### src/rtl/fir_mac_pkg.sv
package fir_mac_pkg;

    typedef enum logic [1:0] {
        PSH_NONE = 2'b00,
        PSH_L1   = 2'b01,
        PSH_L4   = 2'b10,
        PSH_R4   = 2'b11
    } pshift_e;

    typedef enum logic [1:0] {
        ST_IDLE,
        ST_FILL,
        ST_MAC,
        ST_DRAIN
    } fir_state_e;

    localparam int unsigned MAX_TAPS = 128;

endpackage

### src/rtl/fir_tap_store.sv
module fir_tap_store #(
    parameter int unsigned TAPS      = 4,
    parameter int unsigned DW        = 16,
    parameter int unsigned IDXW      = 2,
    parameter int signed   COEF_INIT = 8192
) (
    input  logic                 clk,
    input  logic                 rst_n,
    input  logic                 shift_en,
    input  logic signed [DW-1:0] din,
    input  logic                 coef_we,
    input  logic [IDXW-1:0]      coef_addr,
    input  logic signed [DW-1:0] coef_data,
    input  logic [IDXW-1:0]      rd_idx,
    output logic signed [DW-1:0] x_rd,
    output logic signed [DW-1:0] c_rd
);

    localparam logic signed [DW-1:0] C_RST = DW'(COEF_INIT);

    logic signed [DW-1:0] hist_q [TAPS];
    logic signed [DW-1:0] coef_q [TAPS];

    for (genvar g = 0; g < TAPS; g++) begin : g_slot
        if (g == 0) begin : g_head
            always_ff @(posedge clk or negedge rst_n) begin
                if (!rst_n)        hist_q[g] <= '0;
                else if (shift_en) hist_q[g] <= din;
            end
        end else begin : g_body
            always_ff @(posedge clk or negedge rst_n) begin
                if (!rst_n)        hist_q[g] <= '0;
                else if (shift_en) hist_q[g] <= hist_q[g-1];
            end
        end

        always_ff @(posedge clk or negedge rst_n) begin
            if (!rst_n)
                coef_q[g] <= C_RST;
            else if (coef_we && (coef_addr == IDXW'(g)))
                coef_q[g] <= coef_data;
        end
    end

    assign x_rd = hist_q[rd_idx];
    assign c_rd = coef_q[rd_idx];

endmodule

### src/rtl/fir_mac_unit.sv
module fir_mac_unit
    import fir_mac_pkg::*;
#(
    parameter int unsigned DW    = 16,
    parameter int unsigned ACC_W = 32
) (
    input  logic                    clk,
    input  logic                    rst_n,
    input  logic                    clr,
    input  logic                    mul_en,
    input  logic                    add_en,
    input  pshift_e                 mode,
    input  logic signed [DW-1:0]    x,
    input  logic signed [DW-1:0]    c,
    output logic signed [ACC_W-1:0] acc_next
);

    localparam int unsigned PW = 2 * DW;

    logic signed [PW-1:0]    prod_q;
    logic signed [ACC_W-1:0] prod_ext;
    logic signed [ACC_W-1:0] prod_sh;
    logic signed [ACC_W-1:0] acc_q;

    always_ff @(posedge clk or negedge rst_n) begin
        if (!rst_n)      prod_q <= '0;
        else if (mul_en) prod_q <= x * c;
    end

    assign prod_ext = ACC_W'(prod_q);

    always_comb begin
        unique case (mode)
            PSH_NONE: prod_sh = prod_ext;
            PSH_L1:   prod_sh = prod_ext <<< 1;
            PSH_L4:   prod_sh = prod_ext <<< 4;
            PSH_R4:   prod_sh = prod_ext >>> 4;
        endcase
    end

    assign acc_next = acc_q + prod_sh;

    always_ff @(posedge clk or negedge rst_n) begin
        if (!rst_n)      acc_q <= '0;
        else if (clr)    acc_q <= '0;
        else if (add_en) acc_q <= acc_next;
    end

endmodule

### src/rtl/fir_seq.sv
module fir_seq
    import fir_mac_pkg::*;
#(
    parameter int unsigned TAPS = 4,
    parameter int unsigned IDXW = 2
) (
    input  logic            clk,
    input  logic            rst_n,
    input  logic            sample_valid,
    input  logic [1:0]      mode_in,
    output logic [IDXW-1:0] idx,
    output pshift_e         mode_q,
    output logic            accept,
    output logic            mul_en,
    output logic            add_en,
    output logic            finish,
    output logic            busy
);

    localparam logic [IDXW-1:0] LAST_IDX = IDXW'(TAPS - 1);

    fir_state_e st_q, st_d;

    always_ff @(posedge clk or negedge rst_n) begin
        if (!rst_n) st_q <= ST_IDLE;
        else        st_q <= st_d;
    end

    always_comb begin
        st_d = st_q;
        unique case (st_q)
            ST_IDLE:  if (sample_valid) st_d = ST_FILL;
            ST_FILL,
            ST_MAC:   st_d = (idx == '0) ? ST_DRAIN : ST_MAC;
            ST_DRAIN: st_d = ST_IDLE;
        endcase
    end

    always_comb begin
        accept = (st_q == ST_IDLE) && sample_valid;
        mul_en = (st_q == ST_FILL) || (st_q == ST_MAC);
        add_en = (st_q == ST_MAC)  || (st_q == ST_DRAIN);
        finish = (st_q == ST_DRAIN);
        busy   = (st_q != ST_IDLE);
    end

    always_ff @(posedge clk or negedge rst_n) begin
        if (!rst_n) begin
            idx    <= '0;
            mode_q <= PSH_NONE;
        end else if (accept) begin
            idx    <= LAST_IDX;
            mode_q <= pshift_e'(mode_in);
        end else if (mul_en && (idx != '0)) begin
            idx    <= idx - 1'b1;
        end
    end

endmodule

### src/rtl/q15_fir_mac.sv
module q15_fir_mac
    import fir_mac_pkg::*;
#(
    parameter int unsigned TAPS      = 4,
    parameter int unsigned DW        = 16,
    parameter int unsigned ACC_W     = 32,
    parameter int signed   COEF_INIT = 8192,
    localparam int unsigned IDXW     = (TAPS > 1) ? $clog2(TAPS) : 1
) (
    input  logic            clk,
    input  logic            rst_n,
    input  logic            sample_valid,
    input  logic [DW-1:0]   sample_in,
    input  logic [1:0]      shift_mode,
    input  logic            coef_we,
    input  logic [IDXW-1:0] coef_addr,
    input  logic [DW-1:0]   coef_data,
    output logic            busy,
    output logic            done,
    output logic [DW-1:0]   result
);

    localparam int unsigned CLR_BITS = 2;

    logic [IDXW-1:0]      rd_idx;
    pshift_e              mode_q;
    logic                 accept, mul_en, add_en, finish;
    logic signed [DW-1:0] x_rd, c_rd;
    logic signed [ACC_W-1:0] acc_next;
    logic [DW-1:0]        hi_word;

    fir_seq #(.TAPS(TAPS), .IDXW(IDXW)) u_seq (
        .clk(clk), .rst_n(rst_n), .sample_valid(sample_valid),
        .mode_in(shift_mode), .idx(rd_idx), .mode_q(mode_q),
        .accept(accept), .mul_en(mul_en), .add_en(add_en),
        .finish(finish), .busy(busy)
    );

    fir_tap_store #(.TAPS(TAPS), .DW(DW), .IDXW(IDXW), .COEF_INIT(COEF_INIT)) u_store (
        .clk(clk), .rst_n(rst_n), .shift_en(accept), .din(sample_in),
        .coef_we(coef_we && !busy), .coef_addr(coef_addr), .coef_data(coef_data),
        .rd_idx(rd_idx), .x_rd(x_rd), .c_rd(c_rd)
    );

    fir_mac_unit #(.DW(DW), .ACC_W(ACC_W)) u_mac (
        .clk(clk), .rst_n(rst_n), .clr(accept), .mul_en(mul_en),
        .add_en(add_en), .mode(mode_q), .x(x_rd), .c(c_rd),
        .acc_next(acc_next)
    );

    assign hi_word = acc_next[ACC_W-1 -: DW];

    always_ff @(posedge clk or negedge rst_n) begin
        if (!rst_n) begin
            done   <= 1'b0;
            result <= '0;
        end else begin
            done <= finish;
            if (finish)
                result <= {hi_word[DW-1:CLR_BITS], {CLR_BITS{1'b0}}};
        end
    end

endmodule

### config.mk
export PLATFORM = sky130hd
export DESIGN_NAME = q15_fir_mac
export DESIGN_NICKNAME = d
export VERILOG_FILES = /design/src/rtl/fir_mac_pkg.sv /design/src/rtl/fir_tap_store.sv /design/src/rtl/fir_mac_unit.sv /design/src/rtl/fir_seq.sv /design/src/rtl/q15_fir_mac.sv
export SDC_FILE = /design/constraint.sdc
export NUM_CORES = 1
export LEC_CHECK = 0
export BUFFER_PORTS_ARGS = -buffer_cell sky130_fd_sc_hd__buf_2
export CAP_MARGIN = 20
export CORE_MARGIN = 2
export CORE_UTILIZATION = 65
export CTS_CLUSTER_DIAMETER = 30
export CTS_CLUSTER_SIZE = 10
export DETAILED_ROUTE_END_ITERATION = 10
export PLACE_DENSITY = 0.87
export SLEW_MARGIN = 10
export SYNTH_ARGS = -nofsm -noshare
export SYNTH_HDL_FRONTEND = slang
export SYNTH_SLANG_ARGS = --single-unit
### constraint.sdc
create_clock -name clk -period 9.9 [get_ports clk]
set_input_delay 0.99 -clock clk [delete_from_list [all_inputs] [get_ports clk]]
set_output_delay 0.99 -clock clk [all_outputs]
set_load 0.03 [all_outputs]
==> metrics, run 1 <==
drt pass-1 iters 5; total number of vias roughly 15000; first-pass GRT wire length around 84 mm; HP Class reg2reg; Final Hold Vio Count 0; ys async rst share 1.00; clock skew 0.0243 ns; max-cap viol count 0; Least-Margin Pin Slew roughly 1.0 ns; Post-Route WL between 50 and 60 mm; Final Wtd Congestion approximately 0.97; antenna violations before repair 1; Yosys top cell area share 0.249; DRC viols 0; Mean Syn Cell Area just over 10 um2; FF-to-FF End u_mac.prod_ext[27]; Synth area leader fa_1; Die Wd between 150 and 200 um; Post-CTS Resized 0; reg2reg start u_seq.idx[0]; top post-synthesis cells by area fa_1, dfrtp_1, mux2_2, ha_1, inv_1; critical path data required time about 10 ns; Final period util 0.811; Post-synth EDFFs 0; slack of the worst reg-to-reg path between 1.5 and 2 ns; Hold Startpoint u_mac.acc_q[10]; vias in the first global route 16700; Rel. slew slack 0.303; hold_buf cts 0; storage element area around 5300 um2; final instance area 23500 um2; Die H between 150 and 200 um; IO Count between 50 and 60; Syn Inst Count 2036; Area Growth Syn to Fin 11.2%; Clock Sinks roughly 210; startpoint types flip-flop; CTS clk-pin slew, worst paths about 0.040 ns; crit path time final ~8.0 ns; Final Setup Violations 0; Max Slew Vio Count 0; grt ovf 0; Antenna diodes 0; commonest cells after routing, fill and taps aside inv_1, fa_1, dfrtp_1; Cells on Worst Hold Path 2; predominant post-synthesis flop cell dfrtp_1; Sum Neg Setup Slack 0 ns; vias per cell around 6.0; postcts setup bufs 0; Setup CP Type reg2reg; H-tree depth 2; port bufs 55; CTS Buf Count slightly below 50; synthesized flop and latch total 213; outcome completed; CTS Root Buffer Type clkbuf_16; commonest non-fill, non-tap cell in the layout inv_1; CP endpoint kind flip-flop; DR iter-0 viols between 1000 and 1500; Distinct cells, synth 75; Fill cells about 2200; worst-skew pair later-pin latency ~0.55 ns; FF-to-FF path depth 23; f_max 125 MHz; Hold EP u_mac.acc_q[10]; largest net degree at the start of global routing 132; layout cells sized above 1 0.192; synth warn 0; Total GRT Usage 0.316; Worst Path Max Fanout 32; die footprint between 30000 and 40000 um2; DP Area between 20000 and 25000 um2; ANT nets after route 0; Worst Setup SP u_seq.idx[0]; placed wire-length estimate roughly 38 mm; area of the multi-input gates 14400 um2; cell row count 66; WL/cell about 20 um; nets ~2500; initial core utilization 0.655; Arr. time, crit path approximately 8.5 ns; CTS tree yes; RSZ-0062 raised after global routing false; synthesized area about 21000 um2; Core Area about 32000 um2; Max clock buf depth 3; sequential element share of the synthesized area 0.252
## critical path: stages (launching register included)
cell and delay, ns:
dfrtp_2 0.87, buf_12 0.32, mux2_2 0.38, o21ai_0 0.79, nor2_1 0.16, fa_1 0.59, inv_1 0.05, fa_1 0.46
fa_1 0.51, inv_1 0.05, fa_1 0.48, fa_1 0.49, inv_1 0.05, fa_1 0.47, inv_1 0.04, ha_1 0.37
o21ai_0 0.18, a21oi_1 0.18, o22a_1 0.18, nor3b_1 0.27, a21oi_1 0.16, o31ai_1 0.44, xor2_1 0.12, mux2_2 0.28
## area by class of cell
type | count | area share
sequential | 213 | 0.227
clock inverter | 27 | 0.0106
inverter | 321 | 0.0512
tap | 442 | 0.0235
multi-input combinational | 1427 | 0.610
clock buffer | 59 | 0.0576
timing repair buffer | 73 | 0.0199
## cell usage after synthesis, types with 8 or more instances
| master | number |
|---|---|
| a21o_1 | 23 |
| nor2_1 | 142 |
| mux4_2 | 35 |
| nand2b_1 | 23 |
| o211ai_1 | 13 |
| xnor2_1 | 31 |
| mux2i_1 | 27 |
| o21ai_1 | 27 |
| mux2_2 | 181 |
| and2_1 | 24 |
| buf_1 | 18 |
| nand3_1 | 12 |
| clkbuf_1 | 52 |
| o31ai_1 | 8 |
| ha_1 | 117 |
| a21oi_1 | 48 |
| inv_1 | 321 |
| nor3_1 | 14 |
| nor2b_1 | 16 |
| o21a_1 | 31 |
| dfrtp_1 | 209 |
| nand2_1 | 195 |
| fa_1 | 263 |
| o21ai_0 | 49 |
| a211oi_1 | 13 |
| xor2_1 | 17 |
| and3_1 | 8 |
## registers in the layout (all words and copies together) (netlist names)
name	count
u_store.coef_q	64
u_store.hist_q	64
u_mac.acc_q	32
u_mac.prod_ext	32
result	14
u_seq.idx	2
u_seq.mode_q	2
u_seq.st_q	2
done	1
## cells by family (layout without fill, tap and decap cells)
group                    after synthesis  count (layout)  share of synthesized area
multiplexers                         243             243                      0.146
other                                  1               2                   0.000177
buffers and inverters                397             480                     0.0710
XOR/XNOR                              48              48                     0.0199
adder cells (fa/ha/maj)              380             380                      0.318
AND/OR/NAND/NOR                      466             466                     0.0978
AO/OA/AOI/OAI                        288             288                     0.0943
flip-flops                           213             213                      0.252
## metal layers
layer / global-route usage / part of all wire / wire (um) / up-vias
met1: 0.395 / 0.39 / 19800 / 7679
met3: 0.0579 / 0.068 / 3430 / 148
met2: 0.543 / 0.49 / 24900 / 619
li1: - / - / - / 6831
met4: 0.135 / 0.043 / 2160 / 2
met5: 0 / 0.00075 / 38 / -
## worst max-delay path by stage
stage	slack, ns	endpoint	cells past startpoint
final	1.88	u_mac.prod_ext[27]	23
after global placement	2.06	u_mac.prod_ext[31]	23
after floorplan	2.82	u_mac.prod_ext[31]	24
after CTS	1.94	u_mac.prod_ext[27]	23
after global routing	1.30	u_mac.prod_ext[27]	23
after detailed placement	1.93	u_mac.prod_ext[27]	23
## stage by stage
step / hold WS (ns) / util / cells / setup WS [ns]
after floorplan: 0.455 / - / 2037 / 2.82
after global placement: 0.466 / 0.677 / 2473 / 2.06
after detailed placement: 0.474 / 0.677 / 2473 / 1.93
after CTS: 0.482 / 0.727 / 2559 / 1.94
after global routing: 0.508 / 0.728 / 2562 / 1.30
final: 0.480 / 0.728 / 2562 / 1.88
Power of run 1 is left out: the tool's default activity adds up to more than one toggle a clock period on the data nets, which glitch-free logic cannot reach.
==> run 2, diff against run 1 <==
==> constraint.sdc (replaced) <==
create_clock -name clk -period 8.3 [get_ports clk]
set_input_delay 0.83 -clock clk [delete_from_list [all_inputs] [get_ports clk]]
set_output_delay 0.83 -clock clk [all_outputs]
set_load 0.03 [all_outputs]
==> run 2 against run 1 <==
  * Die area unchanged
  * Fmax up 5.4%
  * Sequential share of layout area about the same
  * Clock skew down 0.00082 ns
  * Critical endpoint is now u_mac.prod_ext[31]
==> metrics, run 2 (synthesized netlist as in run 1, its figures left out) <==
vias in the first global route 16700; DR iter-0 viols 1116; CTS clk-pin slew, worst paths 0.05 ns; Sum Neg Setup Slack 0 ns; worst-skew pair later-pin latency 0.55 ns; DRC viols 0; nets 2513; f_max between 100 and 150 MHz; commonest non-fill, non-tap cell in the layout inv_1; IO Count 58; Final Hold Vio Count 0; Area Growth Syn to Fin 11.4%; vias per cell approximately 6; placed wire-length estimate 38.2 mm; Crit path largest cell delay 0.62 ns; outcome completed; CP endpoint kind flip-flop; final non-filler cell total ~2600; CTS Buf Count 45; initial core utilization 0.655; drt pass-1 iters 6; slowest CP cell fa_1; Core Area 32300 um2; Setup CP Type reg2reg; Least-Margin Pin Slew around 1.1 ns; Rel. slew slack 0.276; die footprint 34000 um2; ANT nets after route 0; HP Class in2async; Arr. time, crit path roughly 8 ns; Die Wd roughly 180 um; max-cap viol count 0; total number of vias 15500; Final Setup Violations 0; layout cells sized above 1 0.192; largest net degree at the start of global routing about 110; hold_buf cts 0; Post-CTS Resized 0; Final Wtd Congestion around 0.99; critical path data required time between 8 and 9 ns; Antenna diodes 0; largest registers u_store.coef_q x64, u_store.hist_q x64; H-tree depth 2; first-pass GRT wire length between 80 and 90 mm; clock skew 0.0235 ns; crit path time final approximately 7.6 ns; startpoint types flip-flop; Max Slew Vio Count 0; commonest cells after routing, fill and taps aside inv_1, fa_1, dfrtp_1; CP cell instances buf_4 > mux2_2 > o21ai_1 > nor2_1 > fa_1 > fa_1 > fa_1 > fa_1 > fa_1 > inv_1 > fa_1 > inv_1 > ha_1 > a211oi_1 > nand2_1 > nor4b_1 > o21ai_1 > a21oi_1 > o31ai_1 > or4b_1 > and3_1; Total GRT Usage 0.321; Die H 184 um; cell row count 66; grt ovf 0; Worst Path Max Fanout 16; CTS tree yes; WL/cell 20.1 um; port bufs 55; RSZ-0062 raised after global routing false; Max clock buf depth 3; antenna violations before repair 0; Clock Sinks between 200 and 250; postcts setup bufs 0; Final period util 0.917; CP dominant cell by count fa_1; CTS Root Buffer Type clkbuf_16; dpl cells 2487; Post-Route WL 51.8 mm
-- run 2: cell types whose count changed in the layout (fill, tap and decap cells not counted), sizes merged --
cell / previous run / this run
clkinv: 16 / 13
bufinv: 2 / 6
buf: 73 / 85
inv: 324 / 322
clkinvlp: 6 / 4
clkbuf: 59 / 58
-- run 2: layout make-up --
| type | count | area (um2) |
|---|---|---|
| multi-input combinational | 1427 | 14300 |
| fill | 2157 | 8730 |
| sequential | 213 | 5340 |
| clock buffer | 58 | 1270 |
| inverter | 321 | 1200 |
| tap | 442 | 553 |
| timing repair buffer | 85 | 518 |
| clock inverter | 24 | 329 |
-- run 2: metal layers --
layer / track usage / wire length (um) / vias up
met1: 0.407 / 20500 / 7864
met4: 0.145 / 2360 / 0
li1: - / - / 6835
met3: 0.0502 / 3260 / 166
met5: 0 / 0 / -
met2: 0.548 / 25600 / 627
-- run 2: metrics by stage --
step           utilization  hold slack (ns)  instance area, um2  setup slack, ns
2_1_floorplan            -            0.455               21200             1.22
3_3_place_gp         0.680            0.468               21900            0.966
3_5_place_dp         0.680            0.486               21900            0.778
4_1_cts              0.729            0.390               23500            0.715
5_1_grt              0.729            0.441               23600            0.395
6_report             0.729            0.356               23600            0.687
-- run 2: worst max-delay path, delay by kind of cell, from the launching register on --
family / cells / cell delay (ns)
adder cells (fa/ha/maj): 7 / 3.35
AND/OR/NAND/NOR: 5 / 1.15
AO/OA/AOI/OAI: 5 / 1.56
buffers and inverters: 3 / 0.45
multiplexers: 1 / 0.38
flip-flops: 1 / 0.58
-- run 2: path summary, 6_finish.rpt --
kind	startpoint	slack, ns	cells past startpoint	endpoint
max	u_seq.idx[0]	0.69	21	u_mac.prod_ext[31]
min	rst_n	0.36	1	u_mac.acc_q[1]
min reg2reg	u_mac.acc_q[13]	0.49	2	u_mac.acc_q[13]
max reg2reg	u_seq.idx[0]	0.69	21	u_mac.prod_ext[31]
min in group clk	u_mac.acc_q[13]	0.49	2	u_mac.acc_q[13]
max in group asynchronous	rst_n	6.63	2	u_seq.idx[0]
Power of run 2 is left out for the same reason.
